<file path="src/rtl/phase_dir_pkg.sv">
package phase_dir_pkg;

    localparam int unsigned PHASE_W = 2;
    localparam int unsigned IDX_A   = 1;
    localparam int unsigned IDX_B   = 0;

    typedef enum logic [2:0] {
        MODE_OFF0   = 3'b000,
        MODE_OFF1   = 3'b001,
        MODE_OFF2   = 3'b010,
        MODE_OFF3   = 3'b011,
        MODE_LEVEL  = 3'b100,
        MODE_DUAL   = 3'b101,
        MODE_SAMPLE = 3'b110,
        MODE_QUAD   = 3'b111
    } dir_mode_e;

    typedef struct packed {
        logic en;
        logic up;
        logic err;
    } strobe_t;

endpackage

</file>
<file path="src/rtl/phase_sync.sv">
module phase_sync #(
    parameter int unsigned WIDTH  = 2,
    parameter int unsigned STAGES = 2
) (
    input  logic             clk_i,
    input  logic             rst_ni,
    input  logic [WIDTH-1:0] async_i,
    output logic [WIDTH-1:0] sync_o
);

    logic [WIDTH-1:0] stage_d [STAGES];
    logic [WIDTH-1:0] stage_q [STAGES];

    always_comb stage_d[0] = async_i;

    for (genvar s = 1; s < STAGES; s++) begin : g_chain
        always_comb stage_d[s] = stage_q[s-1];
    end

    for (genvar s = 0; s < STAGES; s++) begin : g_flop
        always_ff @(posedge clk_i or negedge rst_ni) begin
            if (!rst_ni) stage_q[s] <= '0;
            else         stage_q[s] <= stage_d[s];
        end
    end

    assign sync_o = stage_q[STAGES-1];

endmodule

</file>
<file path="src/rtl/phase_edge.sv">
module phase_edge #(
    parameter int unsigned WIDTH = 2
) (
    input  logic             clk_i,
    input  logic             rst_ni,
    input  logic [WIDTH-1:0] sync_i,
    output logic [WIDTH-1:0] cur_o,
    output logic [WIDTH-1:0] prev_o,
    output logic [WIDTH-1:0] rise_o,
    output logic [WIDTH-1:0] fall_o
);

    logic [WIDTH-1:0] prev_d, prev_q;

    always_comb begin
        prev_d = sync_i;
        cur_o  = sync_i;
        prev_o = prev_q;
        rise_o = sync_i & ~prev_q;
        fall_o = ~sync_i & prev_q;
    end

    always_ff @(posedge clk_i or negedge rst_ni) begin
        if (!rst_ni) prev_q <= '0;
        else         prev_q <= prev_d;
    end

endmodule

</file>
<file path="src/rtl/phase_dir_decode.sv">
module phase_dir_decode
    import phase_dir_pkg::*;
(
    input  logic [2:0]         mode_i,
    input  logic               edge_pol_i,
    input  logic [PHASE_W-1:0] cur_i,
    input  logic [PHASE_W-1:0] prev_i,
    input  logic [PHASE_W-1:0] rise_i,
    input  logic [PHASE_W-1:0] fall_i,
    output logic               en_o,
    output logic               up_o,
    output logic               illegal_o
);

    logic [PHASE_W-1:0] valid;
    logic [PHASE_W-1:0] moved;
    logic               en_raw, up_raw;

    always_comb begin
        valid     = edge_pol_i ? fall_i : rise_i;
        moved     = cur_i ^ prev_i;
        en_raw    = 1'b0;
        up_raw    = 1'b0;
        illegal_o = 1'b0;
        unique case (dir_mode_e'(mode_i))
            MODE_LEVEL, MODE_SAMPLE: begin
                en_raw = valid[IDX_A];
                up_raw = ~cur_i[IDX_B];
            end
            MODE_DUAL: begin
                en_raw = valid[IDX_A] ^ valid[IDX_B];
                up_raw = valid[IDX_A];
            end
            MODE_QUAD: begin
                if (&moved) begin
                    illegal_o = 1'b1;
                end else if (|moved) begin
                    en_raw = 1'b1;
                    up_raw = cur_i[IDX_A] ^ prev_i[IDX_B];
                end
            end
            default: begin
                en_raw = 1'b0;
            end
        endcase
        en_o = en_raw;
        up_o = en_raw & up_raw;
    end

endmodule

</file>
<file path="src/rtl/phase_dir_decoder.sv">
module phase_dir_decoder
    import phase_dir_pkg::*;
#(
    parameter int unsigned SYNC_STAGES = 2
) (
    input  logic       clk_i,
    input  logic       rst_ni,
    input  logic       phase_a_i,
    input  logic       phase_b_i,
    input  logic [2:0] mode_i,
    input  logic       edge_pol_i,
    output logic       cnt_en_o,
    output logic       cnt_up_o,
    output logic       quad_err_o
);

    logic [PHASE_W-1:0] raw_ab, sync_ab, cur_ab, prev_ab, rise_ab, fall_ab;
    logic               dec_en, dec_up, dec_illegal;
    strobe_t            out_d, out_q;

    assign raw_ab = {phase_a_i, phase_b_i};

    phase_sync #(.WIDTH(PHASE_W), .STAGES(SYNC_STAGES)) i_sync (
        .clk_i   (clk_i),
        .rst_ni  (rst_ni),
        .async_i (raw_ab),
        .sync_o  (sync_ab)
    );

    phase_edge #(.WIDTH(PHASE_W)) i_edge (
        .clk_i  (clk_i),
        .rst_ni (rst_ni),
        .sync_i (sync_ab),
        .cur_o  (cur_ab),
        .prev_o (prev_ab),
        .rise_o (rise_ab),
        .fall_o (fall_ab)
    );

    phase_dir_decode i_decode (
        .mode_i     (mode_i),
        .edge_pol_i (edge_pol_i),
        .cur_i      (cur_ab),
        .prev_i     (prev_ab),
        .rise_i     (rise_ab),
        .fall_i     (fall_ab),
        .en_o       (dec_en),
        .up_o       (dec_up),
        .illegal_o  (dec_illegal)
    );

    always_comb begin
        out_d     = out_q;
        out_d.en  = dec_en;
        out_d.up  = dec_up;
        out_d.err = out_q.err | dec_illegal;
    end

    always_ff @(posedge clk_i or negedge rst_ni) begin
        if (!rst_ni) out_q <= '0;
        else         out_q <= out_d;
    end

    assign cnt_en_o   = out_q.en;
    assign cnt_up_o   = out_q.up;
    assign quad_err_o = out_q.err;

    assert_off_modes_R2: assert property (@(posedge clk_i) disable iff (!rst_ni)
        !mode_i[2] |=> !cnt_en_o);

    assert_dual_cancel_R4: assert property (@(posedge clk_i) disable iff (!rst_ni)
        (mode_i == 3'b101 && !edge_pol_i && rise_ab[IDX_A] && rise_ab[IDX_B]) |=> !cnt_en_o);

    assert_quad_illegal_R7: assert property (@(posedge clk_i) disable iff (!rst_ni)
        (mode_i == 3'b111 && cur_ab[IDX_A] != prev_ab[IDX_A] && cur_ab[IDX_B] != prev_ab[IDX_B])
        |=> (!cnt_en_o && quad_err_o));

    assert_err_sticky_R7: assert property (@(posedge clk_i) disable iff (!rst_ni)
        quad_err_o |=> quad_err_o);

    assert_pol_falling_R8: assert property (@(posedge clk_i) disable iff (!rst_ni)
        (mode_i == 3'b100 && edge_pol_i && rise_ab[IDX_A]) |=> !cnt_en_o);

    assert_edge_source_R9: assert property (@(posedge clk_i) disable iff (!rst_ni)
        cnt_en_o |-> $past(cur_ab != prev_ab));

    assert_dir_idle_R10: assert property (@(posedge clk_i) disable iff (!rst_ni)
        !cnt_en_o |-> !cnt_up_o);

endmodule

</file>
<file path="config.mk">
export PLATFORM = sky130hd
export DESIGN_NAME = phase_dir_decoder
export DESIGN_NICKNAME = d
export VERILOG_FILES = /design/src/rtl/phase_dir_pkg.sv /design/src/rtl/phase_sync.sv /design/src/rtl/phase_edge.sv /design/src/rtl/phase_dir_decode.sv /design/src/rtl/phase_dir_decoder.sv
export SDC_FILE = /design/constraint.sdc
export NUM_CORES = 1
export LEC_CHECK = 0
export ABC_AREA = 1
export CELL_PAD_IN_SITES_DETAIL_PLACEMENT = 0
export CELL_PAD_IN_SITES_GLOBAL_PLACEMENT = 1
export CORE_MARGIN = 4
export CORE_UTILIZATION = 36
export DETAILED_ROUTE_END_ITERATION = 8
export PLACE_DENSITY_LB_ADDON = 0.25
export SKIP_CTS_REPAIR_TIMING = 1
export SLEW_MARGIN = 15
export SYNTH_ARGS = -nofsm -noshare
export SYNTH_HDL_FRONTEND = slang
export SYNTH_SLANG_ARGS = --single-unit
</file>
<file path="constraint.sdc">
create_clock -name clk_i -period 3.6 [get_ports clk_i]
set_input_delay 0.54 -clock clk_i [delete_from_list [all_inputs] [get_ports clk_i]]
set_output_delay 0.54 -clock clk_i [all_outputs]
set_load 0.05 [all_outputs]
</file>
## After elaboration in Yosys (flattened, before gate mapping)

Cells that the tools add are included.

- Bits of input ports: 8
- Output and inout bits: 3
- Logic and storage cells: 32
- Register bits: 9

- Eq/ne operators: 4
- Multiplexer cells: 9
- Bitwise gates (word level): 10
- Reductions and logical operators: 3

Operators by type and width:

| cell | number |
|---|---|
| == test 3 bit (second input constant) | 4 |
| 2-to-1 mux 1 bit | 6 |
| one-hot mux 1 bit (3 select lines) | 2 |
| AND 2 bit | 2 |
| inverter 2 bit | 2 |
| OR reduction 2 bit | 2 |
| 2-to-1 mux 2 bit | 1 |
| AND reduction 2 bit | 1 |
| XOR 1 bit | 2 |
| XOR 2 bit | 1 |
| AND 1 bit | 1 |
| inverter 1 bit | 1 |
| bitwise OR 1 bit | 1 |

## Logic depth before layout (Yosys ltp)

- Word-level depth: 6
- Depth in mapped cells: 9
- Mapped depth without buffers: 9

## Cells and area by module

Synthesis repeated with hierarchy kept, for this count alone.

- Cell total of the unflattened synthesis: 73
- Area, all modules: 520.5 sq um

By module, submodules not included:

| module | area each (sq um) | cells each | sequential area each (sq um) | times used |
|---|---|---|---|---|
| phase_dir_decode | 239.0 | 51 | 0.0 | 1 |
| phase_sync | 100.1 | 4 | 100.1 | 1 |
| phase_edge | 95.1 | 12 | 50.0 | 1 |
| phase_dir_decoder | 86.3 | 6 | 75.1 | 1 |

## Worst setup path before layout

No wires, ideal clock.

- Path type: register -> register
- Start: reg i_sync.stage_q, in the netlist i_sync.sync_o[1]
- End: reg out_q, in the netlist cnt_up_o
- Setup time: 0.077 ns
- Required time: 3.523 ns
- Period minus slack after synthesis: 1.365 ns
- Buffers on the path: 0
- Cell stages (with the launch flop): 9
- Arrival: 1.288 ns
- Setup slack: 2.235 ns
- Cells stage by stage: dfrtp_1 -> inv_1 -> ha_1 -> inv_1 -> ha_1 -> nand4_1 -> nand2_1 -> inv_1 -> a21oi_1

- Word-level cells in the longest chain between the ends: 6
- Elaborated cells between the ends (all ways): 16
- Classes of those cells: mux (7); bitwise (7); reduce/logical (2)

RTL lines:

| what | line | text |
|---|---|---|
| from (decl) | phase_sync.sv:12 | `logic [WIDTH-1:0] stage_q [STAGES];` |
| from (signal, indexed assignment) | phase_sync.sv:23 | `else stage_q[s] <= stage_d[s];` |
| XOR 2 bit or inverter 2 bit (tied branches) | phase_dir_decode.sv:21, phase_edge.sv:20 |  |
| OR reduction 2 bit or AND 2 bit (tied branches) | phase_dir_decode.sv:37, phase_edge.sv:20 |  |
| 2-to-1 mux 1 bit or 2-to-1 mux 2 bit (tied branches) | phase_dir_decode.sv:37, phase_dir_decode.sv:20 |  |
| 2-to-1 mux 1 bit or XOR 1 bit (tied branches) | phase_dir_decode.sv:35, phase_dir_decode.sv:31 |  |
| one-hot mux 1 bit (3 select lines) | phase_dir_decode.sv:25 | `unique case (dir_mode_e'(mode_i))` |
| AND 1 bit (*) | phase_dir_decode.sv:47 | `up_o = en_raw & up_raw;` |
| named net dec_up | phase_dir_decoder.sv:18 | `logic dec_en, dec_up, dec_illegal;` |
| to (signal assigned) | phase_dir_decoder.sv:61 | `else out_q <= out_d;` |
| to (decl) | phase_dir_decoder.sv:19 | `strobe_t out_d, out_q;` |

The timed path passes the listed nets; every way through them passes the cells marked *.

## Worst setup path in the final report

- Start: reg out_q, in the netlist quad_err_o
- End: out quad_err_o

RTL lines:

| what | line | text |
|---|---|---|
| to (decl) | phase_dir_decoder.sv:14 | `output logic quad_err_o` |

No word-level cell between the ends.

==> reports/metrics.yaml <==
setup_viol: 0
die-area_sq_mm: 0.002063
max-slew-margin-rel: 0.6612
globalplace.congestion: 0.6985
cpMaxStageDelayCell: "clkdlybuf4s50_1"
avgSynthCellArea_sq_um: 8.004
r2r_start: "i_sync.sync_o[1]"
synth_area_sq_um: 504.2
timing.fmax_mhz: 515.4
synthFlopType: "dfrtp_1"
track_usage: 0.09582
top_layer: "met3"
grt-ovfl-total: 0
synthArstFlopShare: 1.000
grt_pass1_vias: 363
dp_worst_setup_slack_ns: 1.917
hold_slack_ns: 0.3512
dp_hpwl_um: 704.2
multi_input_area_sq_um: 226.5
slowest_delay_ns: 0.80
synth_area_leaders: "dfrtp_1, ha_1, nand2_1"
rsz0062_at_grt: "false"
wl_met2_um: 341
required_ns: 3.06
drt-pass1-iter-count: 4
grt_max_degree: 10
rows: 13
ios: 11
status: "finished, final reports clean"
cts_tree: "yes"
cts.clk_slew.worst_paths_ns: 0.06
insertedDiodeCount: 0
final_nets: 92
min_period_over_period: 0.5389
hold_viol: 0
fin_util: 0.4938
synth_edf_count: 0
remaining_drc_errors: 0
synth_compound_area_frac: 0.02481
end_kind: "output port"
grt_pass1_wl_mm: 1.421
synth_xor_xnor_area_share: 0
wl_um: 826
power_leakage_nw: 0.3521
synth_cells: 63
path_max_fanout: 2
netlist_top_cells_count: "nand2_1, inv_1, dfrtp_1"
syn2layout_area_growth_pct: 29.03
synth-simple-area-share: 0.2754
regArea_sq_um: 225.2
chipWidth_um: 45.43
vdd_drop_max_mv: 0.2142
ys_warn_count: 0
nFillCells: 135
core_area_sq_mm: 0.001318
worst-setup-path-type: "reg2out"
tightest_slew_ns: 0.5067
synthDistinctLibCells: 12
num_vias: 399
synth_top_family_by_area: "simple AND/OR/NAND/NOR gates"
antenna_found_initial: 0
yosys.area.top_type_share: 0.4467
synth.area.mux_share: 0
cts_root_buffer: "clkbuf_4"
slew_violations: 0
die_y_um: 45.43
drive_gt1_frac: 0.1169
syn-num-nets: 77
io_buffer_count: 10
p_per_area_mw_per_mm2: 379.6
wl_per_cell_um: 8.978
drt-initial-drc-count: 4
cts.sinks: 9
maxCapViolCount: 0
finalCriticalPeriod_ns: 1.940
synth-adder-area-share: 0.1489
critPathArrivalTime_ns: 1.40
setup_ws_ns: 1.660
synth-seq-cells: 9
wl_met3_um: 58
cts.path.max_buffers: 2
hold_class: "reg2reg"
crit_path_start: "quad_err_o"
cts_buffers: 3
cts.htree.levels: 1
yosysMostFrequentCell: "nand2_1"
crit_buf_inv: 1
critical_path.cell_chain: "clkdlybuf4s50_1"
yosysSeqAreaShare: 0.4467
critPathTopFamily: "buffers and inverters"
worst_clock_skew_ns: 0.006769
start_util: 0.3827
postRouteAntennaNets: 0
setup_tns_ns: 0
start_kind: "register"
viasPerCell: 4.337
yosysTopAreaCell: "dfrtp_1"
clk_latency_ns: 0.25
drt-met1-wl_um: 426
min_from: "i_sync.stage_d[1]"
-- worst paths after layout --
| check | to | slack (ns) | cells after the start |
|---|---|---|---|
| worst max-delay path | quad_err_o | 1.66 | 1 |
| worst min-delay path | i_sync.sync_o[1] | 0.35 | 0 |
| worst max register to register | cnt_up_o | 2.08 | 8 |
| worst min register to register | i_sync.sync_o[1] | 0.35 | 0 |
| max in group asynchronous | i_edge.prev_o[0] | 2.75 | 1 |
| min in group asynchronous | quad_err_o | 0.57 | 1 |
-- flip-flops by register name, summed over array words and instances, names as in the netlist --
register	cells
i_edge.prev_o	2
cnt_up_o	1
i_sync.sync_o	2
quad_err_o	1
cnt_en_o	1
i_sync.stage_d	2
-- report_power, final --
part           total (mW)  leakage (nW)  switching (mW)  internal (mW)
combinational      0.0608         0.227          0.0361         0.0247
sequential          0.112         0.107         0.00377          0.109
clock              0.0738        0.0177          0.0330         0.0408
-- layout by cell type (no fill, tap or decap), drive strengths merged --
cell	netlist	routed
o21bai	1	1
nor2	5	5
dfrtp	9	9
inv	14	14
a21oi	1	1
clkdlybuf4s50	0	10
nand2	23	23
nand4	1	1
ha	6	6
clkinv	0	1
clkbuf	0	3
nand3	3	3
-- per-stage QoR --
| stage | instance area [sq um] | cells | power (mW) |
|---|---|---|---|
| 6_report | 650.6 | 92 | 0.2470 |
| 5_1_grt | 650.6 | 92 | 0.2651 |
| 4_1_cts | 650.6 | 92 | 0.2515 |
| 3_5_place_dp | 623.1 | 88 | 0.1753 |
| 3_3_place_gp | 623.1 | 88 | 0.1756 |
| 2_1_floorplan | 504.2 | 63 | 0.1510 |
-- cell type report --
cell class | count | share of cell area
clock buffers | 3 | 0.03462
clock inverters | 1 | 0.007692
inverters | 14 | 0.08077
multi-input cells | 40 | 0.3481
flip-flops and latches | 9 | 0.3462
well taps | 15 | 0.02885
repair buffers | 10 | 0.1538
-- metal layers --
layer	vias to the layer above	GRT usage
met3	0	0.03162
met5	-	0
met4	0	0.05263
met1	174	0.1266
li1	215	-
met2	10	0.1365
-- cell families after synthesis --
logic type,after synthesis
flops,9
fa+ha+maj,6
compound gates,2
simple gates,32
buf+inv,14
(Power assumes the default switching activity.)
